`config.mk`:
```
export PLATFORM = sky130hd
export DESIGN_NAME = audio_ser_tx
export DESIGN_NICKNAME = d
export VERILOG_FILES = /design/src/rtl/atx_pkg.sv /design/src/rtl/atx_edge.sv /design/src/rtl/atx_framer.sv /design/src/rtl/atx_hold.sv /design/src/rtl/audio_ser_tx.sv
export SDC_FILE = /design/constraint.sdc
export NUM_CORES = 1
export LEC_CHECK = 0
export CORE_MARGIN = 2
export CORE_UTILIZATION = 40
export DETAILED_ROUTE_END_ITERATION = 6
export PLACE_DENSITY = 0.71
export SYNTH_ARGS = -nofsm -noshare
export SYNTH_HDL_FRONTEND = slang
export SYNTH_HIERARCHICAL = 1
export SYNTH_SLANG_ARGS = --single-unit
```
`constraint.sdc`:
```
create_clock -name clk -period 12.8 [get_ports clk]
set_input_delay 3.84 -clock clk [delete_from_list [all_inputs] [get_ports clk]]
set_output_delay 3.84 -clock clk [all_outputs]
set_load 0.02 [all_outputs]
```
`src/rtl/atx_pkg.sv`:
```
package atx_pkg;
  localparam int unsigned SAMPLE_W = 32;

  typedef enum logic [2:0] {
    FMT_LJ   = 3'd0,
    FMT_RJ   = 3'd1,
    FMT_I2S  = 3'd2,
    FMT_DSPA = 3'd3,
    FMT_DSPB = 3'd4
  } atx_fmt_e;

  function automatic logic [5:0] word_len(input logic [1:0] sel);
    case (sel)
      2'd0:    return 6'd16;
      2'd1:    return 6'd20;
      2'd2:    return 6'd24;
      default: return 6'd32;
    endcase
  endfunction
endpackage

```
`src/rtl/atx_edge.sv`:
```
module atx_edge (
  input  logic clk,
  input  logic rst_n,
  input  logic launch_rise,
  input  logic bclk,
  output logic launch
);
  logic bclk_d;

  // reset value = the level from which no launch edge can be seen
  always_ff @(posedge clk) begin
    if (!rst_n) bclk_d <= launch_rise;
    else        bclk_d <= bclk;
  end

  assign launch = launch_rise ? (~bclk_d & bclk) : (bclk_d & ~bclk);
endmodule

```
`src/rtl/atx_framer.sv`:
```
module atx_framer
  import atx_pkg::*;
#(
  parameter int unsigned SLOT_W = 8
) (
  input  logic       clk,
  input  logic       rst_n,
  input  logic       launch,
  input  logic       lrclk,
  input  atx_fmt_e   fmt_e,
  input  logic [1:0] wsel,
  output logic       frame_start,
  output logic       bit_vld,
  output logic       bit_right,
  output logic [4:0] bit_idx
);
  localparam int unsigned KW = SLOT_W + 1;
  localparam logic [SLOT_W-1:0] KMAX = '1;

  logic              lr_last, started, n_ok;
  logic [SLOT_W-1:0] k_q;
  logic [KW-1:0]     n_q;

  logic              dsp, edge_seen, started_now, nok_now, left_lvl;
  logic [SLOT_W-1:0] k_now;
  logic [KW-1:0]     n_now, kk, wl, idx_w, j;

  always_comb begin
    dsp         = (fmt_e == FMT_DSPA) || (fmt_e == FMT_DSPB);
    edge_seen   = dsp ? (lrclk & ~lr_last) : (lrclk ^ lr_last);
    k_now       = edge_seen ? '0 : ((k_q == KMAX) ? k_q : k_q + 1'b1);
    started_now = started | edge_seen;
    n_now       = edge_seen ? ({1'b0, k_q} + KW'(1)) : n_q;
    nok_now     = edge_seen ? started : n_ok;
    left_lvl    = (fmt_e != FMT_I2S);
    kk          = {1'b0, k_now};
    wl          = KW'(word_len(wsel));
    j           = kk;
    bit_vld     = 1'b0;
    bit_right   = 1'b0;
    idx_w       = '0;
    case (fmt_e)
      FMT_LJ: begin
        bit_vld   = started_now && (kk < wl);
        bit_right = ~lrclk;
        idx_w     = wl - KW'(1) - kk;
      end
      FMT_I2S: begin
        bit_vld   = started_now && (kk >= KW'(1)) && (kk <= wl);
        bit_right = lrclk;
        idx_w     = wl - kk;
      end
      FMT_RJ: begin
        bit_vld   = started_now && nok_now && (wsel != 2'd3) &&
                    (kk < n_now) && ((kk + wl) >= n_now);
        bit_right = ~lrclk;
        idx_w     = n_now - KW'(1) - kk;
      end
      FMT_DSPA, FMT_DSPB: begin
        j         = (fmt_e == FMT_DSPA) ? (kk - KW'(1)) : kk;
        bit_vld   = started_now && (fmt_e == FMT_DSPB || kk >= KW'(1)) &&
                    (j < (wl << 1));
        bit_right = (j >= wl);
        idx_w     = bit_right ? ((wl << 1) - KW'(1) - j) : (wl - KW'(1) - j);
      end
      default: bit_vld = 1'b0;
    endcase
    bit_idx     = idx_w[4:0];
    frame_start = launch && edge_seen && (dsp || (lrclk == left_lvl));
  end

  always_ff @(posedge clk) begin
    if (!rst_n) begin
      lr_last <= 1'b0;
      started <= 1'b0;
      n_ok    <= 1'b0;
      k_q     <= '0;
      n_q     <= '0;
    end else if (launch) begin
      lr_last <= lrclk;
      started <= started_now;
      n_ok    <= nok_now;
      k_q     <= k_now;
      n_q     <= n_now;
    end
  end

  // a driven bit always indexes inside the selected word
  p_idx_in_word_r3: assert property (@(posedge clk) disable iff (!rst_n)
    (launch && bit_vld) |-> ({{(KW-5){1'b0}}, bit_idx} < wl));
endmodule

```
`src/rtl/atx_hold.sv`:
```
module atx_hold
  import atx_pkg::*;
(
  input  logic                clk,
  input  logic                rst_n,
  input  logic                frame_start,
  input  logic                s_valid,
  input  logic [SAMPLE_W-1:0] s_left,
  input  logic [SAMPLE_W-1:0] s_right,
  output logic                s_ready,
  output logic [SAMPLE_W-1:0] cur_l,
  output logic [SAMPLE_W-1:0] cur_r
);
  logic [SAMPLE_W-1:0] held_l, held_r;

  assign s_ready = frame_start;
  assign cur_l   = frame_start ? (s_valid ? s_left  : '0) : held_l;
  assign cur_r   = frame_start ? (s_valid ? s_right : '0) : held_r;

  always_ff @(posedge clk) begin
    if (!rst_n) begin
      held_l <= '0;
      held_r <= '0;
    end else if (frame_start) begin
      held_l <= cur_l;
      held_r <= cur_r;
    end
  end

  p_pair_frozen_r11: assert property (@(posedge clk) disable iff (!rst_n)
    !frame_start |=> $stable({held_l, held_r}));

  p_underrun_zero_r12: assert property (@(posedge clk) disable iff (!rst_n)
    (frame_start && !s_valid) |=> (held_l == '0 && held_r == '0));
endmodule

```
`src/rtl/audio_ser_tx.sv`:
```
module audio_ser_tx
  import atx_pkg::*;
#(
  parameter int unsigned SLOT_W = 8
) (
  input  logic        clk,
  input  logic        rst_n,
  input  logic [2:0]  fmt,
  input  logic [1:0]  wsel,
  input  logic        launch_rise,
  input  logic        bclk,
  input  logic        lrclk,
  input  logic        s_valid,
  output logic        s_ready,
  input  logic [31:0] s_left,
  input  logic [31:0] s_right,
  output logic        sdata
);
  atx_fmt_e            fmt_e;
  logic                launch, frame_start, bit_vld, bit_right;
  logic [4:0]          bit_idx;
  logic [SAMPLE_W-1:0] cur_l, cur_r;
  logic                bit_val;

  assign fmt_e = atx_fmt_e'(fmt);

  atx_edge u_edge (
    .clk(clk), .rst_n(rst_n), .launch_rise(launch_rise),
    .bclk(bclk), .launch(launch)
  );

  atx_framer #(.SLOT_W(SLOT_W)) u_framer (
    .clk(clk), .rst_n(rst_n), .launch(launch), .lrclk(lrclk),
    .fmt_e(fmt_e), .wsel(wsel), .frame_start(frame_start),
    .bit_vld(bit_vld), .bit_right(bit_right), .bit_idx(bit_idx)
  );

  atx_hold u_hold (
    .clk(clk), .rst_n(rst_n), .frame_start(frame_start),
    .s_valid(s_valid), .s_left(s_left), .s_right(s_right),
    .s_ready(s_ready), .cur_l(cur_l), .cur_r(cur_r)
  );

  assign bit_val = bit_right ? cur_r[bit_idx] : cur_l[bit_idx];

  always_ff @(posedge clk) begin
    if (!rst_n)      sdata <= 1'b0;
    else if (launch) sdata <= bit_vld & bit_val;
  end

  p_quiet_between_launches_r2: assert property (@(posedge clk) disable iff (!rst_n)
    !launch |=> $stable(sdata));

  p_rj32_silent_r7: assert property (@(posedge clk) disable iff (!rst_n)
    (fmt_e == FMT_RJ && wsel == 2'd3 && launch) |=> !sdata);
endmodule

```
Word-level counts from Yosys, hierarchy flattened. Cells that the tools add are included.

Register bits: 86. Input port bits: 75. Word-level logic and storage cells: 89.

$add $sub $neg: 12. Order comparisons: 8. Eq/ne operators: 10. Mux-type cells: 22. Bitwise logic cells: 10. Reductions and logical operators: 18.

Operators with widths (number): $mux W32 (4); $sub A5 B5 Y5 (5); $pmux W5 S4 (1); $mux W9 (2); $pmux W6 S3 (1); $mux W8 (2); $sub A5 B1 Y5 const B (3); $logic_and A1 B1 Y1 (11); $bmux W1 S5 (2); $add A8 B1 Y9 const B (1); $add A8 B6 Y9 (1); $ge A9 B6 Y1 (1); $ge A9 B9 Y1 (1); $lt A8 B9 Y1 (1); $lt A9 B7 Y1 (1); $sub A8 B1 Y9 const B (1); $add A8 B1 Y8 const B (1); $eq A8 B8 Y1 const B (1); $ge A8 B1 Y1 const B (1); $le A8 B6 Y1 (1); $lt A8 B6 Y1 (1); $mux W1 (7); $eq A3 B2 Y1 const B (2); $lt A5 B6 Y1 const B (1); 18 further kinds (27).

Longest topological paths before layout.
Word-level depth: 13. Mapped depth: 27. Gate-level depth less buffers: 25.

Hierarchy. Netlist, hierarchy kept.

By module, submodules not included: atx_hold (times used 1, cells an instance 364, area each 3159.3 um2, seq. area each 1281.2 um2); atx_framer (times used 1, cells an instance 398, area each 3065.4 um2, seq. area each 400.4 um2); audio_ser_tx (times used 1, cells an instance 47, area each 638.1 um2, seq. area each 20.0 um2); atx_edge (times used 1, cells an instance 5, area each 51.3 um2, seq. area each 20.0 um2).

Worst setup path after synthesis. OpenSTA, ideal clock, no wires.

Kind: input -> output. Start: input port lrclk. End: output port s_ready. Arrival time: 6.187 ns. Data required time: 8.960 ns. Slack: 2.773 ns. Stages: 9. Path buffers: 3. Cell sequence: ha_1 nor2b_1 a222oi_1 and2_1 buf_2 buf_1 nand2_1 nor2_1 buf_4.

Cells in the longest elaborated chain, start to end: 4.

Ends and longest elaborated chain: from (decl) (line audio_ser_tx.sv:12) `input logic lrclk,`; $xor A1 B1 Y1 or $and A1 B1 Y1 (tied branches) (line atx_framer.sv:30) `edge_seen = dsp ? (lrclk & ~lr_last) : (lrclk ^ lr_last);`; $mux W1 (line atx_framer.sv:30); $logic_and A1 B1 Y1 (line atx_framer.sv:69) `frame_start = launch && edge_seen && (dsp || (lrclk == left_lvl));`; $logic_and A1 B1 Y1 * (line atx_framer.sv:69); to (decl) (line audio_ser_tx.sv:14) `output logic s_ready,`.

Mark *: on every way between the ends. The rest lies on a longest branch, timed or not.

Worst setup path in the final report.
Start: input port fmt[2]. End: output port s_ready.

Cells in the longest elaborated chain, start to end: 5.

Ends and longest elaborated chain: from (decl) (line audio_ser_tx.sv:8) `input logic [2:0] fmt,`; $eq A3 B2 Y1 or $eq A3 B3 Y1 (tied branches) (line atx_framer.sv:29) `dsp = (fmt_e == FMT_DSPA) || (fmt_e == FMT_DSPB);`; $logic_or A1 B1 Y1 (line atx_framer.sv:29); $mux W1 (line atx_framer.sv:30); $logic_and A1 B1 Y1 (line atx_framer.sv:69); $logic_and A1 B1 Y1 * (line atx_framer.sv:69).

Marked as above.

==> flow_summary.yaml <==
status:
  status: "finished, final reports clean"
critical_path:
  required_ns: 8.96
  start_kind: "input port"
  r2r-start: "u_framer/k_q[0]"
  cp.arrival_ns: 7.05
  regToRegEndpoint: "sdata"
  regToRegSetupSlack_ns: 6.34
  critPathMaxFanout: 31
  reg2reg_depth: 25
  end_kind: "output pin"
  crit_type: "in -> out"
yosys:
  synth_top_area_cell: "dfxtp_1"
  ys_seq_elements: 86
  synthMuxAreaShare: 0.0870
  synth_top_family_by_area: "compound AO/OA/AOI/OAI gates"
  synth_edf_count: 0
  synth_fa_ha_area_frac: 0.0992
  synthFlopType: "dfxtp_1"
  synth_top_cell_area_share: 0.249
  synth_area_leaders: "dfxtp_1 25%, ha_1 9.0%, a22o_1 8.0%"
  syn_nets: 942
  synth-async-reset-ratio: 0
  yosysWarnings: 6
  synth_compound_area_frac: 0.245
  syn_area_mm2: 0.00691
  syn_inst: 814
  syn_avg_cell_area_um2: 8.49
  yosys.area_share.simple: 0.211
  seq_area_frac_synth: 0.249
  synth_cell_types: 76
  synthXorXnorAreaFrac: 0.0342
job:
  drv_cap: 0
final_layout:
  drive_gt1_frac: 0.0696
  layout_common_cells: "101 x nand2_1, 86 x dfxtp_1, 75 x clkdlybuf4s50_1, 70 x o21ai_0, 66 x nand3b_1"
  fillers: 1722
  fin_util: 0.463
  nNetsFinal: 971
  syn_to_final_growth_pct: 14.7
  final_common_cell: "nand2_1"
clocking:
  clock_path_buffers: 2
  cts_sinks: 86
  cts_buffers: 9
  cts.hold.buffers_added: 0
  cts_setup_buffers: 0
  cts_resized: 0
  insertion_delay_ns: 0.36
  clk_pin_slew_ns: 0.06
  htree_levels: 3
  root_buffer: "clkbuf_16"
  cts_tree: "done"
hold_path:
  holdPathStages: 2
  hold_class: "reg -> reg"
  min_from: "u_hold/held_r[11]"
  min_to: "u_hold/held_r[11]"
timing:
  tightest_slew_ns: 1.13
  finalCriticalPeriod_ns: 10.89
  hold_viol_final: 0
  fin_ws_ns: 1.91
  skew_ns: 0.00792
  fin_crit_sh: 0.851
  relSlewSlack: 0.245
  rsz0062_at_grt: "no"
  hold_ws_ns: 0.476
  max_freq_mhz: 91.8
  finalMaxSlewViolations: 0
  setup_viol: 0
  totalNegativeSetupSlack_ns: 0
floorplan:
  die_w_um: 135
  placement_rows: 48
  die_h_um: 135
  start_util: 0.404
  coreArea_mm2: 0.0171
  dieArea_mm2: 0.0184
  io_pins: 77
grt:
  grt_use_total: 0.205
  grt_util_met1: 0.280
  grt_max_degree: 116
  grt_overflow: 0
  met2_usage: 0.320
  busiest_layer: "met2"
  antenna_found_initial: 1
  grt_first_pass_wirelength_um: 29700
  grt_pass1_vias: 5776
  grt_util_met3: 0.0423
routing:
  vias: 6211
  ant_nets: 0
  routed_wl_um: 18400
  avgRoutedWirePerCell_um: 17.1
  drtPass1Iterations: 4
  drcViolationCount: 0
  avgViaCountPerCell: 5.78
  drt-initial-drc-count: 417
power:
  power_density_mw_per_mm2: 93.9
  vdd_ir_drop_max_uv: 65.4
  p_leak_nw: 3.10
placed_design:
  portBuffers: 76
  gp_congestion: 0.941
  dp_hpwl_um: 12700
  pre_cts_ws_ns: 1.93
## worst max-delay path, stage by stage
cell	delay, ns
clkdlybuf4s50_1	0.89
nor2b_1	0.10
a222oi_1	0.70
and2_1	0.22
buf_4	0.30
nand2_1	0.24
nor2_4	0.15
clkdlybuf4s50_1	0.60
## cells by family after synthesis
group / after synthesis
adders and majority gates: 53
buffers and inverters: 95
xor gates and xnor gates: 27
and+or+nand+nor: 272
DFF: 86
AOI/OAI and AO/OA: 241
muxes: 40
## per-layer routing
layer	routed length [µm]	vias up
met5	0	-
met4	462	0
met3	907	41
met2	8460	201
met1	8550	2919
li1	-	3050
## synth_stat cells, types with 17 or more instances
master    count
nand2_1     101
dfxtp_1      86
o21ai_0      70
nand3b_1     66
a22o_1       63
ha_1         50
nor2_1       29
buf_2        28
inv_1        27
a21oi_1      24
clkbuf_1     23
mux2i_1      20
xnor2_1      17
## how the worst max path moves through the flow
stage / to / cells after the start / slack, ns / startpoint
6_report: s_ready / 8 / 1.91 / fmt[2]
5_1_grt: s_ready / 8 / 1.70 / fmt[2]
4_1_cts: s_ready / 8 / 1.92 / fmt[2]
3_5_place_dp: s_ready / 8 / 1.93 / fmt[2]
3_3_place_gp: s_ready / 8 / 2.04 / fmt[2]
2_1_floorplan: s_ready / 9 / 2.77 / lrclk
## sequential cells by signal, indices dropped and copies added (netlist names)
register / cells
u_hold/held_l: 32
u_edge/bclk_d: 1
u_framer/lr_last: 1
u_framer/started: 1
u_hold/held_r: 32
u_framer/n_q: 9
sdata: 1
u_framer/k_q: 8
u_framer/n_ok: 1
## stage by stage
stage	cells	cell area [µm²]	power, mW
after floorplan	814	6910	0.433
after global placement	1057	7640	0.488
final	1074	7930	0.745
after global routing	1074	7930	0.785
after CTS	1073	7930	0.751
after detailed placement	1057	7640	0.489
## final cells by class
class                      count  area (µm²)  area share
sequential                    86        1720       0.217
multi-input combinational    633        4710       0.593
timing repair buffer          85         826       0.104
antenna                        1        2.50    0.000316
clock inverter                 7        62.6     0.00789
tap                          225         282      0.0355
clock buffer                   9         225      0.0284
inverter                      28         105      0.0133
## report_power, final
part           switching (mW)  internal [mW]  leakage (nW)
logic                   0.110         0.0960          2.26
clock network           0.123          0.136         0.145
registers             0.00495          0.275         0.696
Note: power is estimated with default switching activity, not from simulation.
